`config.mk`:
```
export PLATFORM = sky130hd
export DESIGN_NAME = line_backup_buf
export DESIGN_NICKNAME = d
export VERILOG_FILES = /design/src/rtl/lbb_pkg.sv /design/src/rtl/lbb_line_cmp.sv /design/src/rtl/lbb_entry_store.sv /design/src/rtl/line_backup_buf.sv
export SDC_FILE = /design/constraint.sdc
export NUM_CORES = 1
export LEC_CHECK = 0
export BUFFER_PORTS_ARGS = -buffer_cell sky130_fd_sc_hd__buf_2
export CAP_MARGIN = 20
export CORE_MARGIN = 1.5
export CORE_UTILIZATION = 60
export DETAILED_ROUTE_END_ITERATION = 8
export PLACE_DENSITY = 0.77
export SLEW_MARGIN = 20
export SYNTH_ARGS = -nofsm -noshare
export SYNTH_HDL_FRONTEND = slang
export SYNTH_SLANG_ARGS = --single-unit
export TNS_END_PERCENT = 20
```
`constraint.sdc`:
```
create_clock -name clk -period 9.7 [get_ports clk]
set_clock_uncertainty 0.2 [all_clocks]
set_input_delay 0 -clock clk [delete_from_list [all_inputs] [get_ports clk]]
set_output_delay 0 -clock clk [all_outputs]
set_load 0.1 [all_outputs]
```
`src/rtl/lbb_pkg.sv`:
```
package lbb_pkg;
    typedef enum logic {
        S_IDLE = 1'b0,
        S_SCAN = 1'b1
    } scan_state_e;
endpackage

```
`src/rtl/lbb_line_cmp.sv`:
```
module lbb_line_cmp #(
    parameter int AW        = 32,
    parameter int LINE_BITS = 5
) (
    input  logic [AW-1:0] a,
    input  logic [AW-1:0] b,
    output logic          hit
);
    // Offset bits inside a line take no part in the comparison.
    assign hit = (a[AW-1:LINE_BITS] == b[AW-1:LINE_BITS]);
endmodule

```
`src/rtl/lbb_entry_store.sv`:
```
module lbb_entry_store #(
    parameter int DEPTH = 8,
    parameter int AW    = 32,
    parameter int DW    = 32,
    localparam int IW   = $clog2(DEPTH),
    localparam int CW   = $clog2(DEPTH + 1)
) (
    input  logic             clk,
    input  logic             rst_n,
    input  logic             wr_en,
    input  logic [IW-1:0]    wr_idx,
    input  logic [AW-1:0]    wr_addr,
    input  logic [DW-1:0]    wr_data,
    input  logic             trim_en,
    input  logic [CW-1:0]    trim_cnt,
    input  logic [IW-1:0]    rd_idx,
    output logic [AW-1:0]    rd_addr,
    output logic [DW-1:0]    rd_data,
    output logic [DEPTH-1:0] valid_vec
);
    logic [AW-1:0]    addr_q [DEPTH];
    logic [DW-1:0]    data_q [DEPTH];
    logic [DEPTH-1:0] valid_q;
    logic [DEPTH-1:0] valid_d;

    // Next valid bit per slot: set by a write, cleared above the trim point.
    for (genvar g = 0; g < DEPTH; g++) begin : g_valid
        assign valid_d[g] = (trim_en && (CW'(g) >= trim_cnt)) ? 1'b0 :
                            ((wr_en && (wr_idx == IW'(g))) ? 1'b1 : valid_q[g]);
    end

    always_ff @(posedge clk or negedge rst_n) begin
        if (!rst_n) begin
            valid_q <= '0;
            for (int i = 0; i < DEPTH; i++) begin
                addr_q[i] <= '0;
                data_q[i] <= '0;
            end
        end else begin
            valid_q <= valid_d;
            for (int i = 0; i < DEPTH; i++) begin
                if (wr_en && (wr_idx == IW'(i))) begin
                    addr_q[i] <= wr_addr;
                    data_q[i] <= wr_data;
                end
            end
        end
    end

    assign rd_addr   = addr_q[rd_idx];
    assign rd_data   = data_q[rd_idx];
    assign valid_vec = valid_q;
endmodule

```
`src/rtl/line_backup_buf.sv`:
```
module line_backup_buf #(
    parameter int DEPTH     = 8,
    parameter int AW        = 32,
    parameter int DW        = 32,
    parameter int LINE_BITS = 5,
    localparam int IW       = $clog2(DEPTH),
    localparam int CW       = $clog2(DEPTH + 1)
) (
    input  logic          clk,
    input  logic          rst_n,
    input  logic          rec_valid,
    input  logic          rec_cacheable,
    input  logic [AW-1:0] rec_addr,
    input  logic [DW-1:0] rec_data,
    input  logic          discard,
    input  logic          inv_valid,
    input  logic [AW-1:0] inv_addr,
    output logic          cmd_ready,
    output logic          busy,
    output logic [CW-1:0] count,
    output logic          overflow,
    output logic          mem_valid,
    input  logic          mem_ready,
    output logic [AW-1:0] mem_addr,
    output logic [DW-1:0] mem_data
);
    import lbb_pkg::*;

    typedef struct packed {
        scan_state_e   st;
        logic [CW-1:0] cnt;
        logic [CW-1:0] rd;
        logic [CW-1:0] wr;
        logic [AW-1:0] line;
        logic          ovf;
    } ctl_t;

    ctl_t q, d;

    logic             st_wr_en;
    logic [IW-1:0]    st_wr_idx;
    logic [AW-1:0]    st_wr_addr;
    logic [DW-1:0]    st_wr_data;
    logic             st_trim_en;
    logic [CW-1:0]    st_trim_cnt;
    logic [AW-1:0]    rd_addr;
    logic [DW-1:0]    rd_data;
    logic [DEPTH-1:0] valid_vec;
    logic             line_hit;

    lbb_entry_store #(
        .DEPTH(DEPTH),
        .AW   (AW),
        .DW   (DW)
    ) u_store (
        .clk      (clk),
        .rst_n    (rst_n),
        .wr_en    (st_wr_en),
        .wr_idx   (st_wr_idx),
        .wr_addr  (st_wr_addr),
        .wr_data  (st_wr_data),
        .trim_en  (st_trim_en),
        .trim_cnt (st_trim_cnt),
        .rd_idx   (q.rd[IW-1:0]),
        .rd_addr  (rd_addr),
        .rd_data  (rd_data),
        .valid_vec(valid_vec)
    );

    lbb_line_cmp #(
        .AW       (AW),
        .LINE_BITS(LINE_BITS)
    ) u_cmp (
        .a  (rd_addr),
        .b  (q.line),
        .hit(line_hit)
    );

    always_comb begin
        d           = q;
        d.ovf       = 1'b0;
        st_wr_en    = 1'b0;
        st_wr_idx   = '0;
        st_wr_addr  = rec_addr;
        st_wr_data  = rec_data;
        st_trim_en  = 1'b0;
        st_trim_cnt = '0;
        mem_valid   = 1'b0;
        case (q.st)
            S_IDLE: begin
                if (discard) begin
                    d.cnt      = '0;
                    st_trim_en = 1'b1;
                end else begin
                    if (rec_valid && rec_cacheable) begin
                        if (q.cnt == CW'(DEPTH)) begin
                            d.ovf = 1'b1;
                        end else begin
                            st_wr_en  = 1'b1;
                            st_wr_idx = q.cnt[IW-1:0];
                            d.cnt     = q.cnt + 1'b1;
                        end
                    end
                    if (inv_valid) begin
                        d.st   = S_SCAN;
                        d.rd   = '0;
                        d.wr   = '0;
                        d.line = inv_addr;
                    end
                end
            end
            S_SCAN: begin
                if (q.rd == q.cnt) begin
                    d.st        = S_IDLE;
                    d.cnt       = q.wr;
                    st_trim_en  = 1'b1;
                    st_trim_cnt = q.wr;
                end else if (line_hit) begin
                    mem_valid = 1'b1;
                    if (mem_ready) begin
                        d.rd = q.rd + 1'b1;
                    end
                end else begin
                    // Survivor: slide it down to the packing point.
                    st_wr_en   = (q.wr != q.rd);
                    st_wr_idx  = q.wr[IW-1:0];
                    st_wr_addr = rd_addr;
                    st_wr_data = rd_data;
                    d.rd       = q.rd + 1'b1;
                    d.wr       = q.wr + 1'b1;
                end
            end
            default: d.st = S_IDLE;
        endcase
    end

    always_ff @(posedge clk or negedge rst_n) begin
        if (!rst_n) begin
            q <= '{st: S_IDLE, cnt: '0, rd: '0, wr: '0, line: '0, ovf: 1'b0};
        end else begin
            q <= d;
        end
    end

    assign busy      = (q.st == S_SCAN);
    assign cmd_ready = ~busy;
    assign count     = q.cnt;
    assign overflow  = q.ovf;
    assign mem_addr  = rd_addr;
    assign mem_data  = rd_data;


    hold_req_chk: assert property (@(posedge clk) disable iff (!rst_n)
        (mem_valid && !mem_ready) |=> (mem_valid && $stable(mem_addr) && $stable(mem_data)));


    discard_empty_chk: assert property (@(posedge clk) disable iff (!rst_n)
        (cmd_ready && discard) |=> (count == '0));


    ovf_full_chk: assert property (@(posedge clk) disable iff (!rst_n)
        overflow |-> ($past(count) == CW'(DEPTH) && count == CW'(DEPTH)));


    packed_valid_chk: assert property (@(posedge clk) disable iff (!rst_n)
        !busy |-> (valid_vec == ({DEPTH{1'b1}} >> (CW'(DEPTH) - count))));


    count_bound_chk: assert property (@(posedge clk) disable iff (!rst_n)
        count <= CW'(DEPTH));
endmodule

```
== Word level (Yosys, flattened, before mapping) ==
Cells that the tools add are included.

* Reductions and logical operators: 14
* Muxes and demuxes: 43
* Order comparisons: 1
* $add $sub $neg: 3
* Equal/unequal tests: 19
* Bitwise gates (word level): 3

{| class="wikitable"
|+ Operators with widths
! operator !! count
|-
| 32-bit 2-to-1 mux || 10
|-
| 32-bit binary-select mux with 3-bit select || 2
|-
| 41-bit 2-to-1 mux || 1
|-
| 40-bit 2-to-1 mux || 1
|-
| 27-bit == test || 1
|-
| 13-bit one-hot mux with 2 select lines || 1
|-
| 4-bit 2-to-1 mux || 6
|-
| 3-bit 2-to-1 mux || 5
|-
| 1-bit 2-to-1 mux || 13
|-
| 4-bit by 1-bit adder with 4-bit output, second input constant || 3
|-
| 3-bit == test, second input constant || 4
|-
| 1-bit logical AND || 9
|-
| 8-bit 2-to-1 mux || 1
|-
| 2-bit != test, second input constant || 4
|-
| 4-bit AND reduction || 2
|-
| 3-bit by 2-bit == test with 1-bit output, second input constant || 2
|-
| 3-bit != test, second input constant || 2
|-
| 3-bit one-hot mux with 2 select lines || 1
|-
| 3-bit AND reduction || 2
|-
| 5-bit 2-to-1 mux || 1
|-
| 4-bit == test || 1
|-
| 4-bit == test, second input constant || 1
|-
| 4-bit greater-or-equal comparator, second input constant || 1
|-
| 4-bit != test || 1
|-
| other kinds (7) || 8
|}

* Input bits: 103
* Output and inout port bits: 72
* Flip-flop bits (word level): 558

== Depth between registers and ports, before layout ==
Gate-level depths: netlist (run 1).

* Depth in word-level cells: 10
* Gate-level depth with buffers: 16

== By module ==
Synthesis (run 1) repeated with hierarchy kept, for this count alone.

* Cell total of the unflattened synthesis: 1639
* Area total of the unflattened synthesis: 26509.2 µm²

{| class="wikitable"
|+ By module, submodules not included
! module !! area each (µm²) !! times used !! seq. area each (µm²) !! cells an instance
|-
| lbb_entry_store || 23128.4 || 1 || 13012.5 || 1342
|-
| line_backup_buf || 3083.0 || 1 || 1151.1 || 261
|-
| lbb_line_cmp || 297.8 || 1 || 0.0 || 36
|}

== Least setup slack after synthesis (run 1) ==
No wires, ideal clock.

* Kind: reg-to-reg
* From: reg q[39] (netlist bit)
* To: reg u_store.addr_q[192] (netlist bit)
* Arrival time: 5.830 ns
* Setup slack: 3.545 ns
* Buffers on the path: 7
* Period minus slack after synthesis: 6.155 ns
* Required time: 9.375 ns
* Stages on the path, launching flop included: 16
* Cells stage by stage: dfrtp_1 > buf_2 > buf_2 > buf_2 > buf_2 > mux2i_1 > a221oi_1 > xnor2_1 > nand4_1 > o41a_1 > buf_2 > a21oi_2 > or3b_1 > buf_4 > buf_6 > mux2_4

* Cells in the longest elaborated chain, start to end: 10
* Elaborated cells on any way between the ends: 18
* Those cells by class: eq/ne: 4; mux: 12; bitwise: 1; reduce/logical: 1

{| class="wikitable"
|+ Ends and longest elaborated chain
! what !! RTL line !! source
|-
| start: declaration || line_backup_buf.sv:38 || <nowiki>ctl_t q, d;</nowiki>
|-
| start signal: assignment || line_backup_buf.sv:139 || <nowiki>q <= '{st: S_IDLE, cnt: '0, rd: '0, wr: '0, line: '0, ovf: 1'b0};</nowiki>
|-
| 3-bit NOT with 4-bit output (not written as such) * || lbb_entry_store.sv:50 || <nowiki>assign rd_addr = addr_q[rd_idx];</nowiki>
|-
| 32-bit binary-select mux with 3-bit select * || lbb_entry_store.sv:50 ||
|-
| 32-bit 2-to-1 mux (not written as such) * (2 in series) || lbb_entry_store.sv:50 ||
|-
| net mem_addr[29] || line_backup_buf.sv:24 || <nowiki>output logic [AW-1:0] mem_addr,</nowiki>
|-
| 27-bit == test * || lbb_line_cmp.sv:10 || <nowiki>assign hit = (a[AW-1:LINE_BITS] == b[AW-1:LINE_BITS]);</nowiki>
|-
| 3-bit 2-to-1 mux || line_backup_buf.sv:118 || <nowiki>end else if (line_hit) begin</nowiki>
|-
| 3-bit 2-to-1 mux || line_backup_buf.sv:113 || <nowiki>if (q.rd == q.cnt) begin</nowiki>
|-
| 3-bit one-hot mux with 2 select lines || line_backup_buf.sv:89 || <nowiki>case (q.st)</nowiki>
|-
| 3-bit by 1-bit == test with 1-bit output || -- ||
|-
| 1-bit logical AND || lbb_entry_store.sv:42 || <nowiki>if (wr_en && (wr_idx == IW'(i))) begin</nowiki>
|-
| end signal: indexed assignment || lbb_entry_store.sv:43 || <nowiki>addr_q[i] <= wr_addr;</nowiki>
|-
| end: declaration || lbb_entry_store.sv:21 || <nowiki>logic [AW-1:0] addr_q [DEPTH];</nowiki>
|}

Mark *: on every way through the listed nets, which the timed path passes. The rest lies on a longest branch. The select of a mux whose other input is x is not followed.
A chain may end at the register's enable or synchronous reset.

== Worst setup path in the final report (run 1) ==
* From: reg q[38] (netlist bit)
* To: reg u_store.data_q[122] (netlist bit)

* Cells in the longest elaborated chain, start to end: 10
* Elaborated cells on any way between the ends: 21
* Those cells by class: eq/ne: 4; mux: 15; bitwise: 1; reduce/logical: 1

{| class="wikitable"
|+ Ends and longest elaborated chain
! what !! RTL line !! source
|-
| 3-bit NOT with 4-bit output (not written as such) || lbb_entry_store.sv:50, lbb_entry_store.sv:51 ||
|-
| 32-bit binary-select mux with 3-bit select || lbb_entry_store.sv:50 ||
|-
| 32-bit 2-to-1 mux (not written as such) (2 in series) || lbb_entry_store.sv:50 ||
|-
| 27-bit == test || lbb_line_cmp.sv:10 ||
|-
| 3-bit 2-to-1 mux || line_backup_buf.sv:118 ||
|-
| 3-bit 2-to-1 mux || line_backup_buf.sv:113 ||
|-
| 3-bit one-hot mux with 2 select lines || line_backup_buf.sv:89 ||
|-
| 3-bit == test || -- ||
|-
| 1-bit logical AND || lbb_entry_store.sv:42 ||
|-
| end signal: indexed assignment || lbb_entry_store.sv:44 || <nowiki>data_q[i] <= wr_data;</nowiki>
|-
| end: declaration || lbb_entry_store.sv:22 || <nowiki>logic [DW-1:0] data_q [DEPTH];</nowiki>
|}

Parallel ways exist; a longest one is shown, timed or not. The select of a mux whose other input is x is not followed.

==> impl_metrics.env, run 1 <==
export IMPL_outcome="finished, final reports clean"
export IMPL_cp_startpoint="q[38]$_DFFE_PN0P_"
export IMPL_worstPathCellList="nand2_1 -> o22ai_1 -> nor3_1 -> a2111oi_0 -> nand4_1 -> o41a_2 -> buf_4 -> o21ai_0 -> and4_4 -> buf_4 -> mux2_2"
export IMPL_cts_root_buffer="clkbuf_16"
export IMPL_slowest_stage="a2111oi_0"
export IMPL_dp_cells=2419
export IMPL_grt_usage_pct=29.0
export IMPL_ctsHoldBuffers=150
export IMPL_cts_clk_slew_worst_paths_ns=0.06
export IMPL_drive_gt1_share_pct=50.9
export IMPL_slowest_delay_ns=0.94
export IMPL_nNetsFinal=2149
export IMPL_met1_usage_pct=39.9
export IMPL_final_max_slew_violation_count=0
export IMPL_finalNonFillerCells=2672
export IMPL_cp_top_family="compound AO/OA/AOI/OAI gates"
export IMPL_gp_congestion=0.793
export IMPL_crit_top_cell="buf_4"
export IMPL_rows=76
export IMPL_fillers=2792
export IMPL_routed_via_density=6.09
export IMPL_cts_resized=0
export IMPL_fin_crit_sh_pct=73.4
export IMPL_cts_tree="yes"
export IMPL_cap_violations=0
export IMPL_layout_common_cells="mux2_2, dfrtp_1, buf_2"
export IMPL_worstPathMaxFanout=52
export IMPL_die_area_um2=45000
export IMPL_synth_warnings=0
export IMPL_drt_first_pass_iters=5
export IMPL_reg2reg_from="q[38]$_DFFE_PN0P_"
export IMPL_worstPathArrival_ns=7.41
export IMPL_grt_pass1_vias=17600
export IMPL_cp_data_required_time_ns=9.99
export IMPL_io_buffer_count=169
export IMPL_initialDrtViolationCount=1191
export IMPL_fmax_mhz=140
export IMPL_worst_pin_slew_ns=1.10
export IMPL_cts_sinks=553
export IMPL_critPathBufInv=2
export IMPL_cts_made_buffers=56
export IMPL_min_path_type="input pin to flop"
export IMPL_final_common_cell="mux2_2"
export IMPL_fin_hold_ws_ns=0.191
export IMPL_postCtsSetupBuffers=0
export IMPL_vias=16300
export IMPL_critical_path_class="flop to flop"
export IMPL_reg2reg_depth=11
export IMPL_fin_setup_tns_ns=0
export IMPL_met3_usage_pct=4.86
export IMPL_cp_end_kind="flop"
export IMPL_clk_latency_ns=0.61
export IMPL_antenna_found_initial=5
export IMPL_cp_start_kind="flop"
export IMPL_clock_tree_buffer_depth=3
export IMPL_area_growth_pct=17.9
export IMPL_hold_start="discard"
export IMPL_ys_ff_latch=553
export IMPL_syn_nets=1864
export IMPL_grt_pass1_wl_um=100000
export IMPL_grt_max_degree=188
export IMPL_dp_hpwl_um=34600
export IMPL_grt_busiest_layer="met2"
export IMPL_grt_ovfl_total=0
export IMPL_fp_dieH_um=212
export IMPL_synth_ff_type="dfrtp_1"
export IMPL_hold_path_depth=5
export IMPL_final_hold_viol_count=0
export IMPL_io_pins=175
export IMPL_core_um2=43100
export IMPL_use_met2_pct=47.6
export IMPL_slew_headroom_pct=25.0
export IMPL_drcViolationCount=0
export IMPL_detail_route_antenna_nets=0
export IMPL_setup_viol=0
export IMPL_initial_core_util_pct=60.9
export IMPL_period_minus_slack_ns=7.12
export IMPL_syn_inst=1757
export IMPL_wl_per_cell_um=23.6
export IMPL_synth_edf_count=0
export IMPL_die_w_um=212
export IMPL_h_tree_depth=2
export IMPL_cp_depth=11
export IMPL_wl_um=63000
export IMPL_ys_seq_area_share_pct=52.8
export IMPL_async_flop_share_pct=100
export IMPL_syn_area_um2=26200
export IMPL_synth_cell_types=52
export IMPL_synth_area_per_cell_um2=14.9
export IMPL_rsz0062_at_grt="no"
## state kept, by name, indices dropped and copies added, names as in the netlist
register / flops
busy: 1
count: 4
overflow: 1
q: 35
u_store.addr_q: 256
u_store.data_q: 256
## through the flow
stage	utilization [%]	setup slack [ns]	instance area, µm²
after global placement	63.8	2.70	27500
after CTS	71.7	2.58	30900
after global routing	71.8	2.43	30900
final	71.8	2.58	30900
after floorplan	-	3.54	26200
after detailed placement	63.8	2.60	27500
## cells in the mapped netlist (7+ instances only)
| cell type | instances | area share, % |
|---|---|---|
| mux2_2 | 610 | 26 |
| dfrtp_1 | 553 | 53 |
| nand2_1 | 107 | 1.5 |
| mux4_2 | 96 | 8.2 |
| buf_2 | 61 | 1.2 |
| mux2_4 | 60 | 3.4 |
| o22ai_1 | 28 | 0.67 |
| clkbuf_1 | 27 | 0.39 |
| nor2_1 | 26 | 0.37 |
| o21ai_0 | 22 | 0.42 |
| buf_1 | 13 | 0.19 |
| xnor2_1 | 13 | 0.43 |
| or3_1 | 11 | 0.26 |
| mux2i_1 | 10 | 0.38 |
| nand4_1 | 9 | 0.21 |
| nor3_1 | 9 | 0.17 |
| xor2_1 | 9 | 0.30 |
| buf_4 | 8 | 0.23 |
| buf_6 | 8 | 0.34 |
| mux2_1 | 8 | 0.34 |
| nand2b_1 | 7 | 0.17 |
## final timing paths
path	endpoint	slack, ns
worst max-delay path	u_store.data_q[122]$_DFFE_PN0P_	2.58
worst min-delay path	count[2]$_DFFE_PN0P_	0.19
worst max register to register	u_store.data_q[122]$_DFFE_PN0P_	2.58
worst min register to register	u_store.addr_q[42]$_DFFE_PN0P_	0.28
max in group asynchronous	q[37]$_DFFE_PN0P_	7.09
min in group asynchronous	q[13]$_DFFE_PN0P_	0.45
## metal layers
metal,share of wire [%],up-vias
met3,5.0,121
met1,43,8620
met5,0,-
met2,49,480
met4,2.5,0
li1,-,7045
## worst min-delay path, stage by stage
cell	delay, ns
dlygate4sd3_1	0.54
buf_2	0.13
nor3_1	0.04
o21ai_0	0.13
o21ai_0	0.10
## final cells by class
type                    instances  area (µm²)  share of cell area [%]
clock inverters                15         210                   0.680
multi-input cells            1081       11800                    38.2
diodes                          4        10.0                  0.0324
clock buffers                  84        1660                    5.36
well taps                     585         732                    2.37
repair buffers                344        2630                    8.51
flip-flops and latches        553       13800                    44.8
inverters                       6        22.5                  0.0729
## cell families (layout without fill, tap and decap cells)
| logic type | after synthesis | count (layout) | synth area share, % |
|---|---|---|---|
| simple gates | 196 | 196 | 3.46 |
| other cells | 0 | 4 | 0 |
| flops | 553 | 553 | 52.8 |
| fa+ha+maj | 4 | 4 | 0.191 |
| compound gates | 75 | 75 | 1.85 |
| xor+xnor | 22 | 22 | 0.735 |
| buf+inv | 123 | 449 | 2.40 |
| mux | 784 | 784 | 38.6 |
Power of run 1 is left out: the tool's default activity adds up to more than one toggle a clock period on the data nets, which glitch-free logic cannot reach.
==> run 2: changes to the inputs <==
==> constraint.sdc (replaced) <==
create_clock -name clk -period 6.7 [get_ports clk]
set_clock_uncertainty 0.2 [all_clocks]
set_input_delay 0 -clock clk [delete_from_list [all_inputs] [get_ports clk]]
set_output_delay 0 -clock clk [all_outputs]
set_load 0.1 [all_outputs]
==> run 2 against run 1 <==
Register-to-register slack worse by 1.5 ns; maximum frequency up 26%; design area up 1.8%; critical path type unchanged; first-iteration DRC count up 3.1%; non-clock buffer count up 50.
==> impl_metrics.env, run 2 (synthesized netlist as in run 1, its figures left out) <==
export IMPL_cts_resized=0
export IMPL_worstPathArrival_ns=5.96
export IMPL_clock_tree_buffer_depth=3
export IMPL_critical_path_class="flop to flop"
export IMPL_rrSetupSlack_ns=1.03
export IMPL_area_growth_pct=20.0
export IMPL_wl_per_cell_um=23.9
export IMPL_fmax_mhz=176
export IMPL_final_common_cell="mux2_2"
export IMPL_drive_gt1_share_pct=50.5
export IMPL_slew_headroom_pct=37.6
export IMPL_layout_common_cells="mux2_2, dfrtp_1, dlygate4sd3_1"
export IMPL_die_w_um=212
export IMPL_final_hold_viol_count=0
export IMPL_worstPathMaxFanout=40
export IMPL_cts_root_buffer="clkbuf_16"
export IMPL_grt_max_degree=181
export IMPL_clk_latency_ns=0.62
export IMPL_cp_end_kind="flop"
export IMPL_min_path_type="input pin to flop"
export IMPL_io_pins=175
export IMPL_io_buffer_count=169
export IMPL_cts_tree="yes"
export IMPL_routed_via_density=6.10
export IMPL_rsz0062_at_grt="no"
export IMPL_outcome="finished, final reports clean"
export IMPL_grt_ovfl_total=0
export IMPL_nNetsFinal=2199
export IMPL_reg2reg_depth=11
export IMPL_cts_clk_slew_worst_paths_ns=0.06
export IMPL_fin_crit_sh_pct=84.6
export IMPL_core_um2=43100
export IMPL_initialDrtViolationCount=1228
export IMPL_detail_route_antenna_nets=0
export IMPL_setup_viol=0
export IMPL_rows=76
export IMPL_fillers=2650
export IMPL_dp_hpwl_um=35800
export IMPL_drcViolationCount=0
export IMPL_cp_start_kind="flop"
export IMPL_initial_core_util_pct=60.9
export IMPL_cts_sinks=553
export IMPL_final_max_slew_violation_count=0
export IMPL_grt_usage_pct=30.0
export IMPL_cap_violations=0
export IMPL_cts_made_buffers=56
export IMPL_fp_dieH_um=212
export IMPL_largestRegisters="u_store.addr_q x256, u_store.data_q x256, q x35"
export IMPL_die_area_um2=45000
export IMPL_drt_first_pass_iters=7
export IMPL_antenna_found_initial=1
export IMPL_worst_pin_slew_ns=0.937
export IMPL_hold_path_depth=5
export IMPL_h_tree_depth=2
export IMPL_grt_pass1_wl_um=103000
export IMPL_antenna_cells=0
export IMPL_period_minus_slack_ns=5.67
export IMPL_cp_data_required_time_ns=6.99
export IMPL_wl_um=65000
export IMPL_vias=16600
export IMPL_fin_setup_tns_ns=0
export IMPL_gp_congestion=0.818
export IMPL_grt_pass1_vias=17900
-- run 2: cell count changes in the layout (fill, tap and decap cells not counted), sizes merged, moves of 4 or more --
cell	change
dlygate4sd3	+32
buf	+18
clkbuf	+5
diode	-4
bufinv	-4
-- run 2: repair_timing --
| action | 4_1_cts | 5_1_grt |
|---|---|---|
| endpoints found under the hold margin | 662 | 0 |
| buffers inserted | 0 | 0 |
| hold buffers | 182 | 0 |
-- run 2: final timing paths --
check                                                     from                              end
worst min register to register  u_store.addr_q[43]$_DFFE_PN0P_   u_store.addr_q[43]$_DFFE_PN0P_
worst min-delay path                                   discard             count[2]$_DFFE_PN0P_
min in group asynchronous                                rst_n  u_store.addr_q[108]$_DFFE_PN0P_
worst max register to register               q[37]$_DFFE_PN0P_  u_store.data_q[192]$_DFFE_PN0P_
max in group asynchronous                                rst_n   u_store.data_q[78]$_DFFE_PN0P_
worst max-delay path                         q[37]$_DFFE_PN0P_  u_store.data_q[192]$_DFFE_PN0P_
-- run 2: metal layers --
layer  wire length [µm]  global-route usage (%)  vias up
li1                   -                       -     7134
met1              27500                    40.6     8780
met2              31900                    49.0      519
met3               3230                    4.67      164
met4               2390                    11.8        2
met5                 13                       0        -
-- run 2: per-stage QoR --
step / area (µm²) / hold slack [ns] / setup slack [ns] / utilization, % / instances
3_3_place_gp: 27800 / -0.0637 / 1.18 / 64.5 / 2436
4_1_cts: 31400 / 0.136 / 1.05 / 73.0 / 2720
6_report: 31500 / 0.191 / 1.03 / 73.0 / 2721
2_1_floorplan: 26200 / -0.496 / 0.545 / - / 1757
5_1_grt: 31500 / 0.196 / 0.793 / 73.0 / 2721
3_5_place_dp: 27800 / -0.0466 / 1.11 / 64.5 / 2436
-- run 2: layout make-up --
cell class / instances / area (µm²) / area share [%]
clock inverters: 13 / 128 / 0.406
clock buffers: 89 / 1690 / 5.36
flip-flops and latches: 553 / 13800 / 44.0
inverters: 6 / 22.5 / 0.0716
repair buffers: 394 / 3250 / 10.3
well taps: 585 / 732 / 2.33
multi-input cells: 1081 / 11800 / 37.5
-- run 2: critical path: stages, from the launching register on --
cell	delay, ns
dfrtp_4	0.86
buf_12	0.36
mux4_2	0.58
mux2_2	0.34
xnor2_1	0.15
nand2_1	0.14
or4_4	0.55
o41a_2	0.64
a22oi_1	0.43
or3b_4	0.57
buf_4	0.31
mux2_4	0.32
Power of run 2 is left out for the same reason.
